--- src/rtl/mrx_pkg.sv ---
// Shared constants and types for the MII receive frame event checker.
// Assumes nibble-wide receive data; event indices fix sticky_ev bit positions.
package mrx_pkg;
    localparam int EV_LONG  = 0;
    localparam int EV_GAP   = 1;
    localparam int EV_PRE   = 2;
    localparam int EV_FCAR  = 3;
    localparam int EV_COLL  = 4;
    localparam int NUM_EV   = 5;

    localparam logic [3:0]  NIB_PRE   = 4'h5;
    localparam logic [3:0]  NIB_SFD   = 4'hD;
    localparam logic [3:0]  NIB_FCAR  = 4'hE;
    localparam logic [15:0] CTRL_TYPE = 16'h8808;

    typedef struct packed {
        logic rx_err;
        logic dribble;
        logic len_oor;
        logic len_err;
        logic crc_err;
        logic ctrl;
        logic ok;
        logic discard;
    } frm_stat_t;
endpackage

--- src/rtl/mrx_timers.sv ---
// Carrier-length and inter-frame-gap counters.
// Assumes one nibble per clock; both counters saturate so they never wrap.
// long_ev pulses once, in the (CARRIER_MAX+1)-th consecutive carrier cycle.
// gap_short is meaningful in the cycle a frame starts.
module mrx_timers #(
    parameter int CARRIER_MAX = 6072,
    parameter int GAP_MIN     = 20
) (
    input  logic clk,
    input  logic rst_n,
    input  logic crs,
    input  logic rx_dv,
    output logic long_ev,
    output logic gap_short
);
    localparam int CW = $clog2(CARRIER_MAX + 2);
    localparam int GW = $clog2(GAP_MIN + 1);
    localparam logic [CW-1:0] CAR_LIM = CW'(CARRIER_MAX);
    localparam logic [CW-1:0] CAR_SAT = CW'(CARRIER_MAX + 1);
    localparam logic [GW-1:0] GAP_LIM = GW'(GAP_MIN);

    logic [CW-1:0] car_cnt;
    logic [GW-1:0] gap_cnt;

    // Count consecutive carrier cycles, saturating one past the limit.
    always_ff @(posedge clk) begin
        if (!rst_n)
            car_cnt <= '0;
        else if (!crs)
            car_cnt <= '0;
        else if (car_cnt != CAR_SAT)
            car_cnt <= car_cnt + 1'b1;
    end

    // Count idle cycles since the last valid nibble; starts saturated.
    always_ff @(posedge clk) begin
        if (!rst_n)
            gap_cnt <= GAP_LIM;
        else if (rx_dv)
            gap_cnt <= '0;
        else if (gap_cnt != GAP_LIM)
            gap_cnt <= gap_cnt + 1'b1;
    end

    assign long_ev   = crs && (car_cnt == CAR_LIM);
    assign gap_short = (gap_cnt < GAP_LIM);
endmodule

--- src/rtl/mrx_nibble_track.sv ---
// Tracks the preamble/data phase of a frame, counts data nibbles and
// captures the two length-field bytes. Assumes low nibble of each byte
// arrives first and that the first 4'hD nibble ends the preamble.
module mrx_nibble_track #(
    parameter int NIB_W    = 14,
    parameter int LEN_BYTE = 12
) (
    input  logic             clk,
    input  logic             rst_n,
    input  logic             rx_dv,
    input  logic [3:0]       rxd,
    input  logic             frm_start,
    output logic             pre_bad_nib,
    output logic [NIB_W-1:0] nib_cnt,
    output logic [15:0]      len_field
);
    import mrx_pkg::*;

    localparam logic [NIB_W-1:0] NIB_SAT = '1;
    localparam logic [NIB_W-2:0] IDX_HI  = (NIB_W-1)'(LEN_BYTE);
    localparam logic [NIB_W-2:0] IDX_LO  = (NIB_W-1)'(LEN_BYTE + 1);

    logic             in_data;
    logic [3:0]       lo_nib;
    logic [NIB_W-2:0] byte_idx;
    logic             take_data;

    assign take_data = rx_dv && in_data;
    assign byte_idx  = nib_cnt[NIB_W-1:1];

    // Leave the preamble phase on the start nibble; drop back when idle.
    always_ff @(posedge clk) begin
        if (!rst_n)
            in_data <= 1'b0;
        else if (!rx_dv)
            in_data <= 1'b0;
        else if (!in_data && rxd == NIB_SFD)
            in_data <= 1'b1;
    end

    // Count data nibbles of the current frame, held after it ends.
    always_ff @(posedge clk) begin
        if (!rst_n)
            nib_cnt <= '0;
        else if (frm_start)
            nib_cnt <= '0;
        else if (take_data && nib_cnt != NIB_SAT)
            nib_cnt <= nib_cnt + 1'b1;
    end

    // Assemble bytes and keep the two that form the length field.
    always_ff @(posedge clk) begin
        if (!rst_n) begin
            lo_nib    <= '0;
            len_field <= '0;
        end else if (frm_start) begin
            len_field <= '0;
        end else if (take_data) begin
            if (!nib_cnt[0])
                lo_nib <= rxd;
            else if (byte_idx == IDX_HI)
                len_field[15:8] <= {rxd, lo_nib};
            else if (byte_idx == IDX_LO)
                len_field[7:0] <= {rxd, lo_nib};
        end
    end

    assign pre_bad_nib = rx_dv && !in_data && (rxd != NIB_PRE) && (rxd != NIB_SFD);
endmodule

--- src/rtl/mrx_frame_eval.sv ---
// Combinational end-of-frame classifier. Assumes its inputs are stable in
// the first idle cycle after a frame, when the top registers the result.
module mrx_frame_eval #(
    parameter int NIB_W     = 14,
    parameter int MAX_LEN   = 1500,
    parameter int MIN_PAY   = 46,
    parameter int HDR_BYTES = 14,
    parameter int OVH_BYTES = 18
) (
    input  logic                  [NIB_W-1:0] nib_cnt,
    input  logic                  [15:0]      len_field,
    input  logic                              crc_err,
    input  logic                              rxe_acc,
    input  logic                              disc_acc,
    input  logic                              len_chk_en,
    output mrx_pkg::frm_stat_t                stat
);
    import mrx_pkg::*;

    localparam logic [31:0] HDR_B = 32'(HDR_BYTES);
    localparam logic [31:0] OVH_B = 32'(OVH_BYTES);
    localparam logic [31:0] LEN_B = 32'(MAX_LEN);
    localparam logic [31:0] PAY_B = 32'(MIN_PAY);

    logic [31:0] nb;
    logic [31:0] lenv;
    logic        lv;
    logic        mism;

    // Derive every per-frame flag from the counts and accumulated events.
    always_comb begin
        nb   = 32'(nib_cnt[NIB_W-1:1]);
        lenv = 32'(len_field);
        lv   = (nb >= HDR_B);
        if (nb < OVH_B)
            mism = 1'b1;
        else if (lenv >= PAY_B)
            mism = ((nb - OVH_B) != lenv);
        else
            mism = ((nb - OVH_B) != PAY_B);

        stat.rx_err  = rxe_acc;
        stat.crc_err = crc_err;
        stat.discard = disc_acc;
        stat.dribble = (nib_cnt == '0) || nib_cnt[0];
        stat.len_oor = lv && (lenv > LEN_B);
        stat.len_err = len_chk_en && lv && (lenv <= LEN_B) && !crc_err && !rxe_acc && mism;
        stat.ok      = !crc_err && !rxe_acc && !stat.dribble && !disc_acc && !stat.len_err;
        stat.ctrl    = lv && (len_field == CTRL_TYPE) && !crc_err && !rxe_acc
                       && !stat.dribble && !disc_acc;
    end
endmodule

--- src/rtl/mrx_sticky.sv ---
// Bank of sticky event flags. A clear strobe empties the bank at the next
// edge, but an event in the same cycle survives the clear.
module mrx_sticky #(
    parameter int N = 5
) (
    input  logic         clk,
    input  logic         rst_n,
    input  logic         clr,
    input  logic [N-1:0] ev,
    output logic [N-1:0] q
);
    for (genvar i = 0; i < N; i++) begin : g_bit
        // Hold one event flag until a read that carries no new event.
        always_ff @(posedge clk) begin
            if (!rst_n)
                q[i] <= 1'b0;
            else
                q[i] <= (q[i] && !clr) || ev[i];
        end
    end
endmodule

--- src/rtl/mii_rx_event_check.sv ---
// Top of the MII receive frame event checker. Detects frame boundaries,
// gathers line events into sticky flags and per-frame accumulators, and
// registers the frame status one cycle after the first idle cycle.
// Assumes crs, rx_dv, rx_er and rxd are synchronous to clk.
module mii_rx_event_check #(
    parameter int CARRIER_MAX = 6072,
    parameter int GAP_MIN     = 20,
    parameter int NIB_W       = 14,
    parameter int MAX_LEN     = 1500,
    parameter int MIN_PAY     = 46
) (
    input  logic       clk,
    input  logic       rst_n,
    input  logic       rx_dv,
    input  logic       rx_er,
    input  logic       crs,
    input  logic [3:0] rxd,
    input  logic       crc_err,
    input  logic       tx_start,
    input  logic       half_dup,
    input  logic       pre_chk_en,
    input  logic       len_chk_en,
    input  logic       status_rd,
    output logic       frm_done,
    output logic       frm_rx_err,
    output logic       frm_dribble,
    output logic       frm_len_oor,
    output logic       frm_len_err,
    output logic       frm_crc_err,
    output logic       frm_ctrl,
    output logic       frm_ok,
    output logic       frm_discard,
    output logic [4:0] sticky_ev
);
    import mrx_pkg::*;

    logic             dv_q;
    logic             frm_start;
    logic             frm_end;
    logic             long_ev;
    logic             gap_short;
    logic             pre_bad_nib;
    logic [NIB_W-1:0] nib_cnt;
    logic [15:0]      len_field;
    logic [NUM_EV-1:0] ev;
    logic             frame_ev;
    logic             rxe_acc;
    logic             disc_acc;
    frm_stat_t        stat_d;
    frm_stat_t        stat_q;
    logic             done_q;

    assign frm_start = rx_dv && !dv_q;
    assign frm_end   = !rx_dv && dv_q;

    // Remember last cycle's data-valid for boundary detection.
    always_ff @(posedge clk) begin
        if (!rst_n) dv_q <= 1'b0;
        else        dv_q <= rx_dv;
    end

    mrx_timers #(
        .CARRIER_MAX(CARRIER_MAX),
        .GAP_MIN    (GAP_MIN)
    ) u_timers (
        .clk      (clk),
        .rst_n    (rst_n),
        .crs      (crs),
        .rx_dv    (rx_dv),
        .long_ev  (long_ev),
        .gap_short(gap_short)
    );

    mrx_nibble_track #(
        .NIB_W   (NIB_W),
        .LEN_BYTE(12)
    ) u_track (
        .clk        (clk),
        .rst_n      (rst_n),
        .rx_dv      (rx_dv),
        .rxd        (rxd),
        .frm_start  (frm_start),
        .pre_bad_nib(pre_bad_nib),
        .nib_cnt    (nib_cnt),
        .len_field  (len_field)
    );

    // Raw event strobes for this cycle, one per sticky bit.
    always_comb begin
        ev           = '0;
        ev[EV_LONG]  = long_ev;
        ev[EV_GAP]   = frm_start && gap_short;
        ev[EV_PRE]   = pre_chk_en && pre_bad_nib;
        ev[EV_FCAR]  = !rx_dv && rx_er && (rxd == NIB_FCAR);
        ev[EV_COLL]  = tx_start && half_dup && rx_dv;
        frame_ev     = (ev[EV_LONG] && rx_dv) || ev[EV_GAP] || ev[EV_PRE] || ev[EV_COLL];
    end

    // Accumulate receive errors and discard causes across one frame.
    always_ff @(posedge clk) begin
        if (!rst_n) begin
            rxe_acc  <= 1'b0;
            disc_acc <= 1'b0;
        end else if (frm_start) begin
            rxe_acc  <= rx_er;
            disc_acc <= frame_ev;
        end else if (rx_dv) begin
            rxe_acc  <= rxe_acc || rx_er;
            disc_acc <= disc_acc || frame_ev;
        end
    end

    mrx_frame_eval #(
        .NIB_W    (NIB_W),
        .MAX_LEN  (MAX_LEN),
        .MIN_PAY  (MIN_PAY),
        .HDR_BYTES(14),
        .OVH_BYTES(18)
    ) u_eval (
        .nib_cnt   (nib_cnt),
        .len_field (len_field),
        .crc_err   (crc_err),
        .rxe_acc   (rxe_acc),
        .disc_acc  (disc_acc),
        .len_chk_en(len_chk_en),
        .stat      (stat_d)
    );

    // Register the frame verdict in the first idle cycle; pulse done.
    always_ff @(posedge clk) begin
        if (!rst_n) begin
            stat_q <= '0;
            done_q <= 1'b0;
        end else begin
            done_q <= frm_end;
            if (frm_end) stat_q <= stat_d;
        end
    end

    mrx_sticky #(.N(NUM_EV)) u_sticky (
        .clk  (clk),
        .rst_n(rst_n),
        .clr  (status_rd),
        .ev   (ev),
        .q    (sticky_ev)
    );

    assign frm_done    = done_q;
    assign frm_rx_err  = stat_q.rx_err;
    assign frm_dribble = stat_q.dribble;
    assign frm_len_oor = stat_q.len_oor;
    assign frm_len_err = stat_q.len_err;
    assign frm_crc_err = stat_q.crc_err;
    assign frm_ctrl    = stat_q.ctrl;
    assign frm_ok      = stat_q.ok;
    assign frm_discard = stat_q.discard;
endmodule

--- config.mk ---
export PLATFORM = sky130hd
export DESIGN_NAME = mii_rx_event_check
export DESIGN_NICKNAME = d
export VERILOG_FILES = /design/src/rtl/mrx_pkg.sv /design/src/rtl/mrx_timers.sv /design/src/rtl/mrx_nibble_track.sv /design/src/rtl/mrx_frame_eval.sv /design/src/rtl/mrx_sticky.sv /design/src/rtl/mii_rx_event_check.sv
export SDC_FILE = /design/constraint.sdc
export NUM_CORES = 1
export LEC_CHECK = 0
export BUFFER_PORTS_ARGS = -buffer_cell sky130_fd_sc_hd__clkbuf_2
export CAP_MARGIN = 15
export CORE_ASPECT_RATIO = 0.9
export CORE_MARGIN = 2
export CORE_UTILIZATION = 45
export DETAILED_ROUTE_END_ITERATION = 10
export PLACE_DENSITY = 0.65
export SYNTH_ARGS = -nofsm -noshare
export SYNTH_HDL_FRONTEND = slang
export SYNTH_SLANG_ARGS = --single-unit
--- constraint.sdc ---
create_clock -name clk -period 3 [get_ports clk]
set_clock_uncertainty 0.15 [all_clocks]
set_input_delay 0.3 -clock clk [delete_from_list [all_inputs] [get_ports clk]]
set_output_delay 0.3 -clock clk [all_outputs]
set_load 0.01 [all_outputs]
After elaboration in Yosys (flattened, before gate mapping) --
Index checks and enable logic that the tools add are counted.
Word-level totals: bits in registers 70, bits of input ports 15, word-level logic and storage cells 126
Cells by class: add/sub/neg operators 4, order comparisons 6, equality and inequality tests 13, multiplexer cells 8, bitwise operators 4, reductions and logical operators 66
Operators by type and width (count):
- logical AND 1 bit | 36
- inequality test 32 x 16 -> 1 bit | 1
- inequality test 32 x 6 -> 1 bit, second input constant | 1
- == test 13 x 4 -> 1 bit, second input constant | 2
- == test 16 bit, second input constant | 1
- greater-or-equal comparator 16 x 6 -> 1 bit, second input constant | 1
- > comparator 16 x 11 -> 1 bit, second input constant | 1
- <= comparator 16 x 11 -> 1 bit, second input constant | 1
- adder 14 x 1 -> 14 bit, second input constant | 1
- logical NOT 14 bit | 1
- inequality test 14 bit, second input constant | 1
- subtractor 13 x 5 -> 14 bit, second input constant | 1
- adder 13 x 1 -> 13 bit, second input constant | 1
- == test 13 bit, second input constant | 1
- greater-or-equal comparator 13 x 4 -> 1 bit, second input constant | 1
- < comparator 13 x 5 -> 1 bit, second input constant | 1
- inequality test 13 bit, second input constant | 1
- logical OR 1 bit | 11
- two-way mux 5 bit | 2
- logical NOT 1 bit | 9
- == test 4 bit, second input constant | 2
- two-way mux 1 bit | 6
- AND reduction 3 bit | 2
- adder 5 x 1 -> 5 bit, second input constant | 1
- 9 further kinds | 15

Logic depth before layout (Yosys ltp) --
Gate-level depths: netlist of the first run.
word-level depth 10, mapped depth 10

Modules after synthesis --
From an unflattened synthesis of the first run, not the netlist that was laid out.
Unflattened totals: cell total of the unflattened synthesis 484, area, all modules 4091.4 sq um
Modules (own cells, without submodules):
- mrx_nibble_track | times used 1, cells each 186, area each 1624.1 sq um, seq. area each 700.7 sq um
- mrx_timers | times used 1, cells each 101, area each 924.6 sq um, seq. area each 360.3 sq um
- mrx_frame_eval | times used 1, cells each 126, area each 879.6 sq um, seq. area each 0.0 sq um
- mii_rx_event_check | times used 1, cells each 56, area each 494.2 sq um, seq. area each 240.2 sq um
- mrx_sticky | times used 1, cells each 15, area each 168.9 sq um, seq. area each 100.1 sq um

Least setup slack after synthesis of the first run --
OpenSTA, ideal clock, no wires.
path type flip-flop to flip-flop, from register u_track.nib_cnt[2], to register stat_q (netlist bit frm_len_err), library setup time 125 ps, data arrival time 2136 ps, data required time 2725 ps, path slack 589 ps, stages on the path, launching flop included 9, period minus slack after synthesis 2411 ps, cells stage by stage dfxtp_1 > buf_2 > inv_1 > ha_1 > xnor2_1 > or4_1 > a2111o_1 > o311ai_1 > a21boi_1
On the way: cells in the longest elaborated chain, start to end 6, elaborated cells between the ends (all ways) 12, those cells by class 1 x add/sub; 2 x order compare; 2 x eq/ne; 2 x mux; 5 x reduce/logical
Ends and longest elaborated chain:
- start: declaration | RTL line mrx_nibble_track.sv:14 | output logic [NIB_W-1:0] nib_cnt,
- start signal: assignment | RTL line mrx_nibble_track.sv:48 | nib_cnt <= nib_cnt + 1'b1;
- branches (longest 5 deep; another with subtractor 13 x 5 -> 14 bit)
- logical AND 1 bit * | RTL line mrx_frame_eval.sv:47 | stat.len_err = len_chk_en && lv && (lenv <= LEN_B) && !crc_err && !rxe_acc && mism;
- end signal: assignment | RTL line mii_rx_event_check.sv:136 | if (frm_end) stat_q <= stat_d;
- end: declaration | RTL line mii_rx_event_check.sv:50 | frm_stat_t stat_q;
Mark *: on every way between the ends. A chain may end at the register's enable or synchronous reset.

Final worst setup path of the first run --
Same ends and word-level chain as after synthesis.

==> results.tsv, run 1 <==
stage	metric	value	unit
outcome	status	finished, final reports clean	
final_layout	fin_area	4180	µm²
critical_path	max_stage_delay	0.54	ns
cts	cts_tree	yes	
cts	clkTransAtPathRegs	0.08	ns
detailed_routing	postRouteAntennaNets	0	
cts	htree_num_levels	3	
grt	grt_pass1_vias	2926	
power	total_leakage_power	1.65	nW
final_layout	area_growth	11.7	%
cts	cts_hold_buffers	0	
synth	yosys_warnings	0	
die	start_util	0.464	
detailed_routing	routed_via_density	5.48	
critical_path	cp-end-kind	flip-flop	
synth	synth_xor_area_frac	0.112	
timing	finalHoldViolCount	0	
detailed_routing	dr.pass1.iters	4	
power	p_clk_frac	0.450	
grt	grt-ovfl-total	0	
synth	ys_seq_area_frac	0.374	
detailed_routing	num_vias	3104	
timing	setup_viol	0	
critical_path	path_cells	inv_1 > ha_1 > xnor2_1 > or4_1 > a2111o_1 > o311ai_1 > a21boi_1	
synth	yosysUniqueCellTypes	63	
die	die_h	90.5	µm
synth	synthAdderAreaFrac	0.0301	
timing	max-slew-margin-rel	0.607	
critical_path	cp-start-kind	flip-flop	
die	top_level_ports	29	
power	pwr-share-comb	0.044	
synth	synth-simple-area-share	0.261	
placement	port_buffers	28	
detailed_routing	wl_met2	3.93	mm
die	dieArea	9070	µm²
detailed_routing	wl	8.56	mm
final_layout	final_core_util	0.518	
synth	async_reset_ff_frac	0	
power	switching_share	0.231	
detailed_routing	wl_met3	415	µm
placement	dp_slack	0.394	ns
synth	synth_flop_cell	dfxtp_1	
final_layout	diodes	0	
grt	grt_pass1_wl	14.4	mm
detailed_routing	wl_met1	4.15	mm
critical_path	path_class	flip-flop to flip-flop	
critical_path	cp.arrival	2.73	ns
detailed_routing	drc	0	
grt	antenna_found_initial	0	
synth	synth_top_family_by_area	simple AND/OR/NAND/NOR gates	
placement	routabilityCongestion	0.906	
timing	tightest_slew	0.584	ns
die	fp.dieW	100	µm
synth	synth-seq-cells	70	
timing	fin_ws	0.356	ns
power	power	1.88	mW
timing	fin_crit_sh	0.881	
power	max-vdd-ir-drop	0.000292	V
power	netSwitchingPower	0.434	mW
synth	syn-cell-area	3740	µm²
final_layout	nFillCells	784	
detailed_routing	drtIter0Drc	94	
run	maxCapViolations	0	
placement	dp_hpwl	6.26	mm
final_layout	regArea	1400	µm²
synth	synth-edff-count	0	
cts	clockBufferDepth	2	
synth	synthCells	437	
cts	post_cts_buffers	0	
critical_path	cp_data_required_time	3.08	ns
power	p_seq_frac	0.506	
hold_path	hp-class	input pin to flip-flop	
timing	setup_tns	0	ns
final_layout	drive_above_1_share	0.139	
critical_path	cp_max_fo	10	
cts	cts_num_sinks	70	
timing	rsz0062_at_grt	no	
final_layout	multi_input_area	2160	µm²
critical_path	cp_slowest_cell	dfxtp_1	
die	rows	31	
detailed_routing	routed.top_layer	met4	
grt	grt_max_degree	32	
final_layout	fin_nets	486	
grt	track_usage	0.200	
cts	cts_made_buffers	9	
synth	synth_compound_area_frac	0.118	
synth	syn_nets	461	
cts	ctsResizeCount	0	
power	pwr_density_cell	449	nW/µm²
synth	avgSynthCellArea	8.57	µm²
placement	place_area	3960	µm²
synth	synthMuxAreaShare	0.0561	
cts	cts_root_buffer	clkbuf_8	
detailed_routing	wl_per_cell	15.1	µm
power	p_int	1.44	mW
cts	clk_latency	0.34	ns
timing	timing.fmax	378	MHz
timing	period_needed	2.64	ns
timing	drv_slew	0	
die	core-area	8070	µm²
[cells by family (layout without fill, tap and decap cells)]
group / after synthesis / after routing
buf+inv: 40 / 70
flops: 70 / 70
xor+xnor: 48 / 48
fa+ha+maj: 9 / 9
simple gates: 191 / 191
compound gates: 58 / 58
mux: 21 / 21
[worst max-delay path: cells and delay by family, from the launching register on]
kind	cells	cell delay, ns
AOI/OAI and AO/OA	3	0.71
DFF	1	0.54
and+or+nand+nor	1	0.53
adders and majority gates	1	0.34
buffers and inverters	1	0.14
xor gates and xnor gates	1	0.12
[sequential cells by signal, summed over array words and instances (netlist names), 4 cells and up]
signal and cells:
u_timers.gap_cnt 5, u_track.len_field 16, u_track.lo_nib 4, u_sticky.q 5, u_timers.car_cnt 13, u_track.nib_cnt 14
[layout by cell type (no fill, tap or decap), types with 5 or more instances in the layout]
cell / netlist / layout
o21ai_0: 8 / 8
nor2b_1: 13 / 13
xor2_1: 21 / 21
buf_4: 0 / 10
and2_1: 7 / 7
ha_1: 9 / 9
nand2_1: 28 / 28
and4_1: 5 / 5
clkbuf_8: 0 / 9
nor2_1: 63 / 63
nor3_1: 15 / 15
and3_1: 6 / 6
nand3_1: 15 / 15
dfxtp_1: 70 / 70
nor4_1: 5 / 5
a21oi_1: 7 / 7
mux2i_1: 21 / 21
nand4_1: 10 / 10
xnor2_1: 27 / 27
clkbuf_2: 0 / 28
inv_1: 16 / 16
nand2b_1: 5 / 5
[power groups by stage]
stage          clock [mW]  sequential (mW)  combinational [mW]
2_1_floorplan           0            0.972              0.0497
3_3_place_gp            0            0.972              0.0816
3_5_place_dp            0            0.972              0.0831
4_1_cts             0.866            0.951              0.0836
5_1_grt             0.907            0.952              0.0943
6_report            0.844            0.951              0.0830
[area by class of cell]
cell class	count	share of cell area
Tap cell	99	0.0296
Clock inverter	7	0.0230
Timing Repair Buffer	38	0.0515
Clock buffer	9	0.0296
Multi-Input combinational cell	327	0.517
Sequential cell	70	0.335
Inverter	16	0.0144
[per-layer routing]
| layer | up-vias | track usage |
|---|---|---|
| met5 | - | 0 |
| met1 | 1461 | 0.281 |
| met2 | 62 | 0.313 |
| li1 | 1575 | - |
| met4 | 0 | 0.0445 |
| met3 | 6 | 0.0441 |
[final timing paths]
| check | from | to | slack, ns | cells past startpoint |
|---|---|---|---|---|
| max | u_track.nib_cnt[2]$_SDFFE_PP0P_ | frm_len_err$_SDFFE_PN0P_ | 0.36 | 7 |
| min | rx_er | rxe_acc$_SDFFE_PN0P_ | 0.03 | 2 |
| max reg2reg | u_track.nib_cnt[2]$_SDFFE_PP0P_ | frm_len_err$_SDFFE_PN0P_ | 0.36 | 7 |
| min reg2reg | frm_rx_err$_SDFFE_PN0P_ | frm_rx_err$_SDFFE_PN0P_ | 0.32 | 2 |
[Yosys cell counts, drive strengths merged (4+ instances only)]
library cell,number,share of area
o21ai,8,0.011
nor3,16,0.023
nand3,15,0.020
nand2,29,0.030
nand2b,5,0.0084
clkbuf,13,0.013
a21boi,4,0.0080
dfxtp,70,0.37
a31oi,4,0.0067
and4,5,0.012
buf,11,0.019
nand4,10,0.017
and3,6,0.010
xor2,21,0.049
inv,16,0.016
a21oi,8,0.012
or4,4,0.010
nor2b,13,0.022
xnor2,27,0.063
and2,7,0.012
nor4,5,0.0084
ha,9,0.030
mux2i,21,0.056
nor2,63,0.063
[metrics by stage]
step                      hold slack (ns)  instances
after floorplan                     0.276        437
after global placement              0.303        550
after detailed placement            0.310        550
after CTS                          0.0168        566
after global routing               0.0198        566
final                              0.0333        566
Note: power is estimated with default switching activity, not from simulation.
==> run 2, diff against run 1 <==
Settings changed: ABC_AREA from default to 1, PLACE_DENSITY 0.65 to 0.64.
==> run 2 against run 1 <==
Net effect: synthesized area grew 4.7%; design area grew 3.5%; setup slack gained 0.25 ns; hold slack lost 0.0085 ns; count of clock-buffer cells in the layout is the same; critical endpoint is now frm_ok$_SDFFE_PN0P_; register-to-register slack gained 0.25 ns; largest power group unchanged; critical path depth grew 10; combinational power grew 12%; clock power shrank 3.7%.
==> results.tsv, run 2 <==
stage	metric	value	unit	change
synth	synthAdderAreaFrac	0.0287		-0.00136
synth	synth_top_cell_area_share	0.357		-0.0169
die	dieArea	9480	µm²	+4.5%
synth	yosysTopAreaCell	dfxtp_1		
synth	ys_seq_area_frac	0.357		-0.0169
cts	cts_tree	yes		
power	total_leakage_power	1.82	nW	+10%
timing	setup_tns	0	ns	unchanged
detailed_routing	drc	0		unchanged
detailed_routing	wl_per_cell	13.5	µm	-11%
detailed_routing	wl	9.38	mm	+9.7%
grt	grt_pass1_wl	16.0	mm	+11%
cts	cts_root_buffer	clkbuf_8		
detailed_routing	drtIter0Drc	227		+140%
synth	syn_nets	568		+23%
critical_path	cp_max_fo	10		unchanged
critical_path	cp-end-kind	flip-flop		
synth	synth-edff-count	0		unchanged
timing	rsz0062_at_grt	no		
critical_path	reg2reg_slack	0.61	ns	+0.25 ns
critical_path	path_class	flip-flop to flip-flop		
cts	cts_made_buffers	9		unchanged
final_layout	layoutNonFillerInstCount	696		+23%
synth	ys_top_cells_by_area	dfxtp_1 36%, nand2_1 8.8%, nor2_1 6.1%, inv_1 5.9%, nand3_1 5.9%		
cts	cts_hold_buffers	0		unchanged
final_layout	drive_above_1_share	0.165		+0.0255
timing	fin_crit_sh	0.798		-0.0836
outcome	status	finished, final reports clean		
timing	finalHoldViolCount	0		unchanged
synth	synth-simple-area-share	0.355		+0.0944
timing	period_needed	2.39	ns	-0.251 ns
placement	routabilityCongestion	0.898		-0.86%
hold_path	min_from	rx_er		
run	maxCapViolations	0		unchanged
synth	yosysUniqueCellTypes	48		-24%
cts	ctsResizeCount	0		unchanged
detailed_routing	routed_via_density	5.22		-4.8%
grt	globalRouteMet1Util	0.301		+0.0200
grt	antenna_found_initial	0		unchanged
die	die_h	92.6	µm	+2.2%
cts	post_cts_buffers	0		unchanged
timing	tightest_slew	0.692	ns	+0.108 ns
critical_path	worstReg2RegStart	u_track.nib_cnt[2]$_SDFFE_PP0P_		
cts	clkTransAtPathRegs	0.09	ns	about the same
timing	setup_viol	0		unchanged
final_layout	fin_nets	596		+23%
grt	met3_usage	0.0438		-0.000344
synth	synth_top_family_by_area	simple AND/OR/NAND/NOR gates		
cts	clockBufferDepth	2		unchanged
hold_path	hp-class	input pin to flip-flop		
synth	synth-seq-cells	70		unchanged
critical_path	r2r_end	frm_ok$_SDFFE_PN0P_		
timing	max-slew-margin-rel	0.535		-0.0716
die	core-area	8530	µm²	+5.7%
synth	synthMuxAreaShare	0		-0.0561
final_layout	diodes	0		unchanged
timing	whs	0.0247	ns	-0.00853 ns
final_layout	reg_top3	u_track.len_field x16, u_track.nib_cnt x14, u_timers.car_cnt x13		
power	pwr_density_cell	429	nW/µm²	-4.3%
synth	synth_xor_area_frac	0.0156		-0.0966
critical_path	cp-start-kind	flip-flop		
cts	clk_latency	0.36	ns	+0.02 ns
final_layout	top_register	u_track.len_field		
grt	grt_max_degree	20		-38%
grt	busiest_layer	met2		
die	start_util	0.460		-0.00423
critical_path	cp_data_required_time	3.14	ns	+0.06 ns
critical_path	ff2ff_path_depth	17		+10
detailed_routing	num_vias	3634		+17%
power	max-vdd-ir-drop	0.000225	V	-23%
synth	ys_top_cells_by_count	92 x nand2_1, 70 x dfxtp_1, 64 x nor2_1		
synth	yosysMostFrequentCell	nand2_1		
critical_path	cp.arrival	2.54	ns	-0.19 ns
final_layout	final_core_util	0.508		-0.0107
synth	avgSynthCellArea	7.21	µm²	-16%
synth	synthCells	544		+24%
synth	async_reset_ff_frac	0		unchanged
final_layout	area_growth	10.4	%	
synth	synth_flop_cell	dfxtp_1		
die	top_level_ports	29		unchanged
placement	placed_cells	680		+24%
final_layout	largest_register_ffs	16		unchanged
grt	grt-ovfl-total	0		unchanged
detailed_routing	dr.pass1.iters	5		+1
die	rows	32		+3.2%
grt	track_usage	0.214		+0.0139
timing	drv_slew	0		unchanged
timing	fin_ws	0.607	ns	+0.251 ns
cts	htree_num_levels	3		unchanged
placement	port_buffers	28		unchanged
die	fp.dieW	102	µm	+2.3%
placement	dp_slack	0.672	ns	+0.278 ns
grt	grt_pass1_vias	3344		+14%
placement	dp_hpwl	7.18	mm	+15%
cts	cts_num_sinks	70		unchanged
synth	synth_compound_area_frac	0.146		+0.0278
grt	use_met2	0.327		+0.0136
final_layout	mostFrequentLayoutCells	92 x nand2_1, 70 x dfxtp_1, 64 x nor2_1		
timing	timing.fmax	418	MHz	+10%
hold_path	hold_end	rxe_acc$_SDFFE_PN0P_		
detailed_routing	postRouteAntennaNets	0		unchanged
final_layout	layout_commonest_cell	nand2_1		
synth	syn-cell-area	3920	µm²	+4.7%
synth	yosys_warnings	0		unchanged
hold_path	holdPathStages	3		+1
[run 2: cell count changes after synthesis, moves of 9 or more]
cell | before | now
nand2_1 | 28 | 92
inv_1 | 16 | 62
a21oi_1 | 7 | 38
nand3_1 | 15 | 46
xnor2_1 | 27 | 1
o21ai_0 | 8 | 32
mux2i_1 | 21 | 0
xor2_1 | 21 | 6
nor2b_1 | 13 | 0
a211oi_1 | 3 | 14
clkbuf_1 | 13 | 3
inv_2 | 0 | 9
[run 2: cell families (layout without fill, tap and decap cells)]
logic type | after synthesis | count (layout)
AND/OR/NAND/NOR | 275 | 275
adder cells (fa/ha/maj) | 9 | 9
buffers and inverters | 87 | 120
AO/OA/AOI/OAI | 96 | 96
flip-flops | 70 | 70
XOR/XNOR | 7 | 7
[run 2: final cells by class]
class                      count  area [µm²]
clock buffer                   9         124
multi-input combinational    387        2140
sequential                    70        1400
fill                         870        4200
inverter                      74         282
clock inverter                 7        80.1
tap                          119         149
timing repair buffer          30         155
[run 2: power by group]
group          internal (mW)  switching [mW]  leakage, nW
clock                  0.397           0.416        0.103
sequential             0.943          0.0101        0.567
combinational         0.0308          0.0622         1.15
total                   1.37           0.488         1.82
[run 2: worst max-delay path, stage by stage (launching register included)]
cell and delay [ns]:
dfxtp_1 0.46, inv_2 0.12, ha_1 0.27, nand2_4 0.12, nand2_4 0.09, nand2_1 0.12, nand2_1 0.07, nand2_1 0.06
nand3_1 0.08, nor2_1 0.09, nand2_1 0.05, nor2_1 0.13, nand2_1 0.07, nand2_1 0.06, nand2_1 0.10, nand2_1 0.11
nand2_1 0.07, a21oi_2 0.10
[run 2: stage by stage]
| step | power, mW | instance area (µm²) |
|---|---|---|
| floorplan | 1.03 | 3920 |
| global placement | 1.07 | 4130 |
| detailed placement | 1.07 | 4130 |
| CTS | 1.89 | 4330 |
| global route | 1.94 | 4330 |
| finish | 1.86 | 4330 |
[run 2: worst max-delay path by stage]
stage / from / end / slack, ns
final: u_track.nib_cnt[2]$_SDFFE_PP0P_ / frm_ok$_SDFFE_PN0P_ / 0.61
after global routing: u_track.nib_cnt[2]$_SDFFE_PP0P_ / frm_ok$_SDFFE_PN0P_ / 0.44
after CTS: u_track.nib_cnt[2]$_SDFFE_PP0P_ / frm_ok$_SDFFE_PN0P_ / 0.66
after detailed placement: rst_n / u_track.len_field[11]$_SDFFE_PP0P_ / 0.67
after global placement: u_track.nib_cnt[2]$_SDFFE_PP0P_ / frm_ok$_SDFFE_PN0P_ / 0.71
after floorplan: u_track.nib_cnt[2]$_SDFFE_PP0P_ / frm_ok$_SDFFE_PN0P_ / 1.07
[run 2: routing by layer]
metal  up-vias  wire length (µm)
li1       1874                 -
met1      1640              4600
met2       106              4090
met3        14               542
met4         0               147
met5         -                 0
==> run 3, diff against run 2 <==
Settings changed: ABC_AREA 1 to 0, PLACE_DENSITY 0.64 to 0.65.
Clock period 3 ns to 2.25 ns, I/O delays scaled along.
==> run 3 against run 2 <==
Net effect: wire length shrank 3.9%; maximum frequency grew 7.9%; cell count shrank 15%; sequential share of layout area shrank 0.86 points; global-route usage shrank 0.14 points; highest routed layer unchanged; power grew 36%; largest cell class unchanged; design area grew 3.3%; non-clock buffer count grew 32; flip-flop and latch count is the same; first-iteration DRC count shrank 35%.
==> results.tsv, run 3 (synthesized netlist as in run 1, its figures left out) <==
stage	metric	value	unit	change
die	die_h	90.5	µm	-2.2%
cts	clockBufferDepth	2		unchanged
grt	track_usage	0.212		-0.00142
timing	rsz0062_at_grt	yes		
critical_path	cp_max_fo	6		-4
critical_path	cp_slowest_cell	or3_1		
hold_path	hp-class	input pin to flip-flop		
detailed_routing	num_vias	3203		-12%
detailed_routing	wl_per_cell	15.3	µm	+13%
run	maxCapViolations	0		unchanged
placement	port_buffers	28		unchanged
power	total_leakage_power	1.79	nW	-1.3%
critical_path	reg2reg_slack	0.03	ns	-0.57 ns
placement	routabilityCongestion	0.872		-2.9%
power	pwr_density_cell	568	nW/µm²	+32%
hold_path	holdPathStages	3		unchanged
power	max-vdd-ir-drop	0.000453	V	+100%
final_layout	top_register	u_track.len_field		
final_layout	layoutNonFillerInstCount	590		-15%
timing	setup_tns	0	ns	unchanged
final_layout	drive_above_1_share	0.212		+0.0472
grt	grt-ovfl-total	0		unchanged
cts	cts_tree	yes		
grt	grt_pass1_wl	15.4	mm	-3.5%
timing	finalHoldViolCount	0		unchanged
cts	cts_made_buffers	9		unchanged
die	core-area	8070	µm²	-5.4%
critical_path	path_cells	or3_1 > a2111o_1 > o21ai_0 > nand4_1 > o311ai_2 > a21boi_1		
critical_path	path_class	flip-flop to flip-flop		
critical_path	path_delay_family	compound AO/OA/AOI/OAI gates		
critical_path	ff2ff_path_depth	6		-11
hold_path	min_from	status_rd		
critical_path	cp_data_required_time	2.33	ns	-0.81 ns
outcome	status	finished, final reports clean		
critical_path	crit_buf_inv	0		-1
final_layout	mostFrequentLayoutCells	66 x dfxtp_1, 63 x nor2_1, 31 x buf_4		
final_layout	diodes	0		unchanged
critical_path	worstReg2RegStart	u_track.nib_cnt[7]$_SDFFE_PP0P_		
die	fp.dieW	100	µm	-2.2%
die	top_level_ports	29		unchanged
final_layout	final_core_util	0.554		+0.0465
final_layout	fin_area	4470	µm²	+3.3%
timing	timing.fmax	451	MHz	+7.9%
timing	tightest_slew	0.545	ns	-0.147 ns
final_layout	reg_top3	u_track.len_field x16, u_track.nib_cnt x14, u_timers.car_cnt x13		
grt	antenna_found_initial	0		unchanged
final_layout	fin_nets	510		-14%
cts	clkTransAtPathRegs	0.08	ns	about the same
detailed_routing	dr.pass1.iters	4		-1
placement	placed_cells	572		-16%
final_layout	largest_register_ffs	16		unchanged
timing	period_needed	2.22	ns	-0.176 ns
final_layout	area_growth	19.4	%	
detailed_routing	routed_via_density	5.43		+4.0%
die	rows	31		-3.1%
placement	place_area	4170	µm²	+0.97%
cts	clk_latency	0.34	ns	-0.02 ns
final_layout	nFillCells	763		-12%
cts	cts_num_sinks	70		unchanged
die	dieArea	9070	µm²	-4.3%
timing	fin_crit_sh	0.985		+0.188
placement	dp_hpwl	6.80	mm	-5.3%
detailed_routing	drc	0		unchanged
final_layout	layout_commonest_cell	dfxtp_1		
grt	grt_max_degree	26		+30%
hold_path	hold_end	u_sticky.q[1]$_SDFF_PN0_		
grt	grt_pass1_vias	3172		-5.1%
critical_path	r2r_end	frm_len_err$_SDFFE_PN0P_		
detailed_routing	drtIter0Drc	147		-35%
cts	htree_num_levels	3		unchanged
critical_path	cp.arrival	2.29	ns	-0.25 ns
timing	max-slew-margin-rel	0.636		+0.101
detailed_routing	wl	9.01	mm	-3.9%
critical_path	cp-start-kind	flip-flop		
critical_path	max_stage_delay	0.39	ns	-0.07 ns
timing	setup_viol	0		unchanged
detailed_routing	postRouteAntennaNets	0		unchanged
timing	drv_slew	0		unchanged
die	start_util	0.464		+0.00423
cts	cts_root_buffer	clkbuf_8		
critical_path	cp-end-kind	flip-flop		
run 3: repair_timing:
item	4_1_cts	5_1_grt
pin swaps	0	6
resized for setup	1	18
hold endpoints to repair	2	0
endpoints found under the setup margin	1	20
buffers inserted	0	1
hold buffers	2	0
run 3: final cells by class:
type | count | area [µm²] | area share
clock buffers | 9 | 124 | 0.0277
clock inverters | 7 | 105 | 0.0235
inverters | 16 | 60.1 | 0.0134
multi-input cells | 327 | 2240 | 0.500
flip-flops and latches | 70 | 1410 | 0.315
well taps | 99 | 124 | 0.0277
repair buffers | 62 | 413 | 0.0923
run 3: worst max path at each step:
stage,startpoint,endpoint,slack [ns],cells after the start
detailed placement,u_track.nib_cnt[6]$_SDFFE_PP0P_,frm_len_err$_SDFFE_PN0P_,-0.01,6
floorplan,u_track.nib_cnt[2]$_SDFFE_PP0P_,frm_len_err$_SDFFE_PN0P_,-0.04,8
global placement,u_track.nib_cnt[2]$_SDFFE_PP0P_,frm_ok$_SDFFE_PN0P_,0.006,7
CTS,u_track.nib_cnt[6]$_SDFFE_PP0P_,u_track.len_field[12]$_SDFFE_PP0P_,0.005,7
global route,u_track.nib_cnt[9]$_SDFFE_PP0P_,frm_len_err$_SDFFE_PN0P_,-0.04,6
finish,u_track.nib_cnt[7]$_SDFFE_PP0P_,frm_len_err$_SDFFE_PN0P_,0.03,6
run 3: routing by layer:
metal / global-route usage / routed length (µm) / vias up / part of all wire
li1: - / - / 1627 / -
met1: 0.286 / 4250 / 1480 / 0.47
met2: 0.322 / 4120 / 75 / 0.46
met3: 0.0635 / 471 / 21 / 0.052
met4: 0.0753 / 169 / 0 / 0.019
met5: 0 / 0 / - / 0
run 3: per-stage QoR:
step	setup WS, ns	hold WS, ns	power (mW)
after floorplan	-0.0394	0.201	1.36
after global placement	0.00571	0.300	1.41
after detailed placement	-0.00977	0.307	1.41
after CTS	0.00454	0.0294	2.58
after global routing	-0.0401	0.0437	2.65
final	0.0332	0.0569	2.54
run 3: report_power, final:
| group | switching (mW) | internal (mW) |
|---|---|---|
| registers | 0.0138 | 1.25 |
| clock network | 0.512 | 0.641 |
| logic | 0.0709 | 0.0485 |
| total | 0.596 | 1.94 |
run 3: tightest hold or removal path, stage by stage:
cell      delay [ns]
clkbuf_2        0.10
nor2b_1         0.10
o21a_1          0.10
